--- config.mk ---
export PLATFORM = sky130hd
export DESIGN_NAME = clk_ratio_gen
export DESIGN_NICKNAME = d
export VERILOG_FILES = /design/src/rtl/clk_ratio_pkg.sv /design/src/rtl/ratio_cfg_reg.sv /design/src/rtl/phase_counter.sv /design/src/rtl/enable_decode.sv /design/src/rtl/clk_ratio_gen.sv
export SDC_FILE = /design/constraint.sdc
export NUM_CORES = 1
export LEC_CHECK = 0
export BUFFER_PORTS_ARGS = -buffer_cell sky130_fd_sc_hd__buf_2
export CAP_MARGIN = 5
export CORE_UTILIZATION = 44
export CTS_CLUSTER_DIAMETER = 100
export CTS_CLUSTER_SIZE = 16
export DETAILED_ROUTE_END_ITERATION = 8
export GPL_ROUTABILITY_DRIVEN = 0
export PLACE_DENSITY_LB_ADDON = 0.1
export RECOVER_POWER = 25
export SYNTH_ARGS = -nofsm -noshare
export SYNTH_HDL_FRONTEND = slang
export SYNTH_SLANG_ARGS = --single-unit
--- constraint.sdc ---
create_clock -name clk -period 1.3 [get_ports clk]
set_input_delay 0.13 -clock clk [delete_from_list [all_inputs] [get_ports clk]]
set_output_delay 0.13 -clock clk [all_outputs]
set_load 0.03 [all_outputs]
--- src/rtl/clk_ratio_pkg.sv ---
package clk_ratio_pkg;

    // The largest ratio code selects a divider of 2**(2**FIELD_W - 1).
    // The phase counter therefore needs (2**FIELD_W - 1) bits.
    function automatic int phase_width(input int field_w);
        return (1 << field_w) - 1;
    endfunction

    // Number of ratio fields in the register: core, AXI and bus.
    localparam int NUM_STREAMS = 3;

    // Index of the field that may never select divide-by-1.
    localparam int BUS_STREAM = 2;

endpackage

--- src/rtl/ratio_cfg_reg.sv ---
module ratio_cfg_reg
    import clk_ratio_pkg::*;
#(
    parameter int FIELD_W = 2
) (
    input  logic                               clk,
    input  logic                               rst_n,
    input  logic                               we,
    input  logic [FIELD_W*NUM_STREAMS-1:0]     wdata,
    output logic [FIELD_W*NUM_STREAMS-1:0]     cfg_next,
    output logic [FIELD_W*NUM_STREAMS-1:0]     cfg_cur,
    output logic                               err
);

    localparam int CFG_W  = FIELD_W * NUM_STREAMS;
    localparam int BUS_LO = FIELD_W * BUS_STREAM;

    typedef struct packed {
        logic [CFG_W-1:0] cfg;
        logic             err;
    } cfg_state_t;

    cfg_state_t st_d, st_q;

    always_comb begin
        st_d = st_q;
        if (we) begin
            for (int f = 0; f < NUM_STREAMS; f++) begin
                if (f == BUS_STREAM && wdata[BUS_LO +: FIELD_W] == '0) begin
                    // A bus divide-by-1 request is refused: keep the old code and flag it.
                    st_d.err = 1'b1;
                end else begin
                    st_d.cfg[f*FIELD_W +: FIELD_W] = wdata[f*FIELD_W +: FIELD_W];
                end
            end
        end
    end

    always_ff @(posedge clk or negedge rst_n) begin
        if (!rst_n) begin
            st_q.cfg <= '1;
            st_q.err <= 1'b0;
        end else begin
            st_q <= st_d;
        end
    end

    assign cfg_next = st_d.cfg;
    assign cfg_cur  = st_q.cfg;
    assign err      = st_q.err;

endmodule

--- src/rtl/phase_counter.sv ---
module phase_counter #(
    parameter int CNT_W = 3
) (
    input  logic             clk,
    input  logic             rst_n,
    output logic [CNT_W-1:0] phase,
    output logic             at_last
);

    typedef struct packed {
        logic [CNT_W-1:0] phase;
    } cnt_state_t;

    cnt_state_t st_d, st_q;

    always_comb begin
        st_d       = st_q;
        st_d.phase = st_q.phase + 1'b1;
    end

    always_ff @(posedge clk or negedge rst_n) begin
        if (!rst_n) begin
            st_q.phase <= '0;
        end else begin
            st_q <= st_d;
        end
    end

    assign phase   = st_q.phase;
    assign at_last = (st_q.phase == '1);

endmodule

--- src/rtl/enable_decode.sv ---
module enable_decode #(
    parameter int FIELD_W = 2,
    parameter int CNT_W   = 3
) (
    input  logic [FIELD_W-1:0] code,
    input  logic [CNT_W-1:0]   phase,
    output logic               en
);

    logic [CNT_W-1:0] low_mask;

    always_comb begin
        low_mask = '0;
        for (int b = 0; b < CNT_W; b++) begin
            if (b < int'(code)) begin
                low_mask[b] = 1'b1;
            end
        end
        en = ((phase & low_mask) == '0);
    end

endmodule

--- src/rtl/clk_ratio_gen.sv ---
module clk_ratio_gen
    import clk_ratio_pkg::*;
#(
    parameter int FIELD_W = 2
) (
    input  logic                           clk,
    input  logic                           rst_n,
    input  logic                           cfg_we,
    input  logic [FIELD_W*NUM_STREAMS-1:0] cfg_wdata,
    output logic [FIELD_W*NUM_STREAMS-1:0] cfg_rd,
    output logic                           cfg_err,
    output logic                           cpu_en,
    output logic                           axi_en,
    output logic                           bus_en
);

    localparam int CFG_W = FIELD_W * NUM_STREAMS;
    localparam int CNT_W = phase_width(FIELD_W);

    logic [CFG_W-1:0]    cfg_next;
    logic [CNT_W-1:0]    cnt;
    logic                wrap;
    logic [NUM_STREAMS-1:0] en_vec;

    typedef struct packed {
        logic [CFG_W-1:0] act;
    } act_state_t;

    act_state_t st_d, st_q;
    logic [CFG_W-1:0] act;

    ratio_cfg_reg #(.FIELD_W(FIELD_W)) u_cfg (
        .clk      (clk),
        .rst_n    (rst_n),
        .we       (cfg_we),
        .wdata    (cfg_wdata),
        .cfg_next (cfg_next),
        .cfg_cur  (cfg_rd),
        .err      (cfg_err)
    );

    phase_counter #(.CNT_W(CNT_W)) u_cnt (
        .clk     (clk),
        .rst_n   (rst_n),
        .phase   (cnt),
        .at_last (wrap)
    );

    // Ratios in use change together, only as the counter rolls over to zero.
    always_comb begin
        st_d = st_q;
        if (wrap) begin
            st_d.act = cfg_next;
        end
    end

    always_ff @(posedge clk or negedge rst_n) begin
        if (!rst_n) begin
            st_q.act <= '1;
        end else begin
            st_q <= st_d;
        end
    end

    assign act = st_q.act;

    generate
        for (genvar s = 0; s < NUM_STREAMS; s++) begin : g_stream
            enable_decode #(.FIELD_W(FIELD_W), .CNT_W(CNT_W)) u_dec (
                .code  (act[s*FIELD_W +: FIELD_W]),
                .phase (cnt),
                .en    (en_vec[s])
            );
        end
    endgenerate

    assign cpu_en = en_vec[0];
    assign axi_en = en_vec[1];
    assign bus_en = en_vec[BUS_STREAM];

endmodule

======== Word-level counts from Yosys, hierarchy flattened ========
Index checks and enable logic that the tools add are counted.
operators by class
  add/sub/neg operators ................... 1
  multipliers ............................. 0
  div/mod/pow operators ................... 0
  order comparisons ....................... 9
  equal/unequal tests ..................... 1
  shift operators ......................... 0
  multiplexer cells ....................... 12
  bitwise gates (word level) .............. 3
  reduce and logical (&&, ||, !) cells .... 5
operators by type and width
  kind                                                                 number
  1-bit by 2-bit < comparator with 1-bit output, first input constant  6
  1-bit two-way mux                                                    10
  3-bit bitwise AND                                                    3
  3-bit logical NOT                                                    3
  7-bit two-way mux                                                    1
  2-bit < comparator, first input constant                             3
  3-bit by 1-bit adder with 3-bit output, second input constant        1
  3-bit == test, second input constant                                 1
  2-bit logical NOT                                                    1
  2-bit two-way mux                                                    1
  2-bit AND reduction                                                  1
storage, ports and cells
  bits in registers ....................... 16
  latch bits .............................. 0
  memory bits (writable) .................. 0
  bits in read-only memories .............. 0
  bits of input ports ..................... 9
  output and inout bits ................... 10
  memories kept ........................... 0

======== Logic depth before layout (Yosys ltp) ========
  depth in word-level cells ............... 4
  mapped depth ............................ 5

======== By module ========
From an unflattened synthesis, not the netlist that was laid out.
second synthesis, totals
  cell total of the unflattened synthesis .. 46
  area, all modules ....................... 728.2 µm²
modules (own cells, without submodules)
  module         times used  cells each  area an instance (µm²)  seq. area each (µm²)
  ratio_cfg_reg  1           18          294.0                   182.7
  clk_ratio_gen  1           13          259.0                   157.7
  phase_counter  1           6           103.8                   75.1
  enable_decode  3           3           23.8                    0.0

======== Worst setup path before layout ========
No wires, ideal clock.
  path type ............................... register to output
  start point ............................. register, netlist name u_cnt.phase[0]
  end point ............................... output axi_en
  data arrival time ....................... 1.257 ns
  data required time ...................... 1.170 ns
  path slack .............................. -0.087 ns
  cell stages (with the launch flop) ...... 3
  path buffers ............................ 0
  cell sequence ........................... dfrtp_1 -> or2_2 -> a22oi_1
on the way
  longest elaborated chain between the ends .. 2
RTL lines
  item               RTL line             text
  3-bit bitwise AND  enable_decode.sv:19  en = ((phase & low_mask) == '0);
  3-bit logical NOT  enable_decode.sv:19
  end: declaration   clk_ratio_gen.sv:13  output logic axi_en,
Every way passes these cells.

======== Worst setup path after layout ========
  start point ............................. register, netlist name u_cnt.phase[0]
  end point ............................... output axi_en
on the way
  longest elaborated chain between the ends .. 2
RTL lines
  item               RTL line
  3-bit bitwise AND  enable_decode.sv:19
  3-bit logical NOT  enable_decode.sv:19
Every way passes these cells.

==> out/qor.csv <==
metric,value,unit
"Worst Path Class, Setup",reg2out,
Die Y-Extent,41.91,µm
unrepaired setup endpoints after global routing,true,
"Avg Cell Area, Syn",14.60,µm²
final period demand of the worst path,1.454,ns
cell area after technology mapping,700.7,µm²
layer carrying the most global-route usage,met2,
worst hold path class,in2reg,
part of the Yosys area used for sequential elements,0.5929,
dominant cells by area after synthesis,"sky130_fd_sc_hd__dfstp_2 (45%), sky130_fd_sc_hd__mux2_4 (17%), sky130_fd_sc_hd__dfrtp_1 (14%), sky130_fd_sc_hd__ha_1 (3.6%), sky130_fd_sc_hd__a21o_1 (3.2%)",
layout overhead on the synthesized area,31.07,%
Hold Startpoint,cfg_wdata[4],
leakage power of the design,0.4238,nW
Overflow after GRT,0,
final worst setup slack,-0.1541,ns
Worst VDD drop,0.7336,mV
net count after synthesis,59,
capturing point of the worst reg2reg path,act[0],
"Critical Path, Cell by Cell",or2_4 > a22oi_2 > buf_6,
TritonCTS clock tree,yes,
Slew Limit Headroom,0.4252,
core area,1489,µm²
met2 Resource Use GR,0.2313,
RR Startpoint,u_cnt.phase[0],
met3 capacity usage during global routing,0.06087,
number of clock buffers inserted by TritonCTS,3,
"Max FO, Critical Path",3,
total wire length,1.182,mm
number of vias per cell after detailed routing,4.932,
outcome,finished with violations,
number of port buffers,18,
delay of the slowest critical-path stage,0.41,ns
Netlist cell types,15,
Worst setup EP type,primary output,
global-route wire length before repair,2.090,mm
Final setup violation count,3,
final core utilization,0.6168,
starting density of the core,0.4706,
transition time at the pin with the least slew margin,0.8622,ns
Cells after Synth,48,
DIE WIDTH,41.91,µm
count of warnings emitted by yosys,0,
Clk Tree Root Cell,sky130_fd_sc_hd__clkbuf_4,
# IOs,19,
data arrival at the endpoint of the critical path,1.32,ns
crit path max-delay cell type,sky130_fd_sc_hd__dfrtp_1,
Max Cap Violations,0,
Post-Route Skew,0.002133,ns
Hold Path Depth,3,
Longest Clk Path Bufs,2,
Reg2Reg Depth,4,
critical path launch point type,flop,
PD cells,1232,nW/µm²
overall routing resource usage,0.1676,
initial drt markers,5,
post-synthesis register bit count,16,
placed cells,82,
period utilisation layout,1.119,
WP data required,1.17,ns
highest achievable clock rate,687.7,MHz
wire length per cell,13.43,µm
Cell Rows,14,
"CTS clk-pin slew, worst paths",0.10,ns
Die ar.,1756,µm²
count of nets left with antenna violations after detail routing,0,
Post-layout nets,84,
endpoint of the worst hold-timing path,u_cfg.cfg_cur[4],
register-to-register path setup slack,0.02,ns
final slew viol count,0,
clock network latency to the later pin of the worst-skew pair,0.29,ns
final-layout setup total negative slack,-0.4360,ns
cell type with the largest total area after synthesis,sky130_fd_sc_hd__dfstp_2,
non-filler instance count after layout,88,
Total Power,1.131,mW
endpoints failing hold,0,
number of antenna violations at the first check in global routing,0,
area share of the leading cell type in the synthesized netlist,0.4500,
violated checks,setup timing,
count of TritonRoute iterations in the first routing pass,4,
Antenna Cells,0,
clock sink total,16,
number of global-route vias before repair,465,
category of cells accounting for the largest share of critical-path delay,flip-flops,
DRC violation count after routing,0,
ratio of cells with drive above 1 in the final layout,0.7222,
H-Tree Level Count,1,
sum of net half-perimeters after detailed placement,822.5,µm
via count,434,
met1 Resource Use GR,0.2261,
maximum number of pins on one net before global-route repair,17,
Bufs and invs on worst path,1,
-- registers in the layout (all words and copies together) (netlist names) --
name / cells
u_cnt.phase: 3
u_cfg.cfg_cur: 6
u_cfg.err: 1
act: 6
-- per-layer routing --
layer | up-vias | share of wire
li1 | 218 | -
met1 | 200 | 0.51
met2 | 12 | 0.42
met3 | 4 | 0.051
met4 | 0 | 0.014
met5 | - | 0
-- synthesized netlist by cell type, drive strengths merged --
library cell	instances
a22oi	3
nand2	4
clkbuf	1
dfstp	12
buf	1
nor2	2
a31oi	2
mux2	8
or2	2
inv	1
nor3b	1
dfrtp	4
ha	2
a21bo	2
a21o	3
-- layout by cell type (no fill, tap or decap) --
cell type	instances
sky130_fd_sc_hd__a21bo_2	2
sky130_fd_sc_hd__a21o_1	3
sky130_fd_sc_hd__a22oi_1	1
sky130_fd_sc_hd__a22oi_2	2
sky130_fd_sc_hd__a31oi_1	2
sky130_fd_sc_hd__buf_2	14
sky130_fd_sc_hd__buf_4	3
sky130_fd_sc_hd__buf_6	3
sky130_fd_sc_hd__clkbuf_1	1
sky130_fd_sc_hd__clkbuf_4	3
sky130_fd_sc_hd__clkbuf_8	1
sky130_fd_sc_hd__dfrtp_1	4
sky130_fd_sc_hd__dfstp_2	12
sky130_fd_sc_hd__dlygate4sd3_1	1
sky130_fd_sc_hd__ha_4	2
sky130_fd_sc_hd__inv_1	1
sky130_fd_sc_hd__mux2_4	8
sky130_fd_sc_hd__nand2_1	4
sky130_fd_sc_hd__nor2_1	2
sky130_fd_sc_hd__nor3b_1	1
sky130_fd_sc_hd__or2_2	1
sky130_fd_sc_hd__or2_4	1
-- metrics by stage --
step,setup slack (ns),area (µm²),hold slack [ns]
3_5_place_dp,-0.01181,809.5,0.05857
4_1_cts,-0.1831,919.6,0.06667
2_1_floorplan,-0.08745,709.4,-0.1656
3_3_place_gp,0.01260,809.5,0.05711
6_report,-0.1541,918.4,0.07635
5_1_grt,-0.2272,918.4,0.06956
-- kinds of logic (layout without fill, tap and decap cells) --
kind of cell	Yosys count	in the layout	synth area share
flops	16	16	0.5929
buf+inv	3	27	0.02856
fa+ha+maj	2	2	0.03571
simple gates	9	9	0.06071
mux	8	8	0.1714
compound gates	10	10	0.1107
-- worst max path at each step --
| stage | start | endpoint | slack (ns) | cells after the start |
|---|---|---|---|---|
| after global routing | u_cnt.phase[0] | cpu_en | -0.23 | 4 |
| after detailed placement | u_cnt.phase[0] | act[3] | -0.01 | 3 |
| after CTS | u_cnt.phase[0] | cpu_en | -0.18 | 4 |
| after global placement | u_cnt.phase[0] | act[3] | 0.01 | 3 |
| after floorplan | u_cnt.phase[0] | axi_en | -0.09 | 2 |
| final | u_cnt.phase[0] | axi_en | -0.15 | 3 |
-- layout make-up --
type                       instances  area, µm²
timing repair buffer              22      140.1
sequential                        16      415.4
inverter                           1      3.754
multi-input combinational         29      302.8
tap                               16      20.02
fill                             120      570.5
clock buffer                       4      36.28
-- worst min-delay path, stage by stage --
cell                      delay [ns]
sky130_fd_sc_hd__buf_2          0.11
sky130_fd_sc_hd__nand2_1        0.07
sky130_fd_sc_hd__nand2_1        0.05
-- where the power goes --
part	internal [mW]	switching, mW	total [mW]	leakage (nW)
registers	0.567	0.0237	0.590	0.173
clock network	0.171	0.160	0.331	0.0210
logic	0.0954	0.115	0.211	0.230
-- repair_timing --
action | CTS | global route
gates resized for setup | 13 | 0
hold endpoints to repair | 4 | 0
pin swaps | 3 | 2
buffers inserted | 1 | 0
setup endpoints to repair | 9 | 8
hold buffers | 1 | 0
Power figures use the tool's default switching activity.
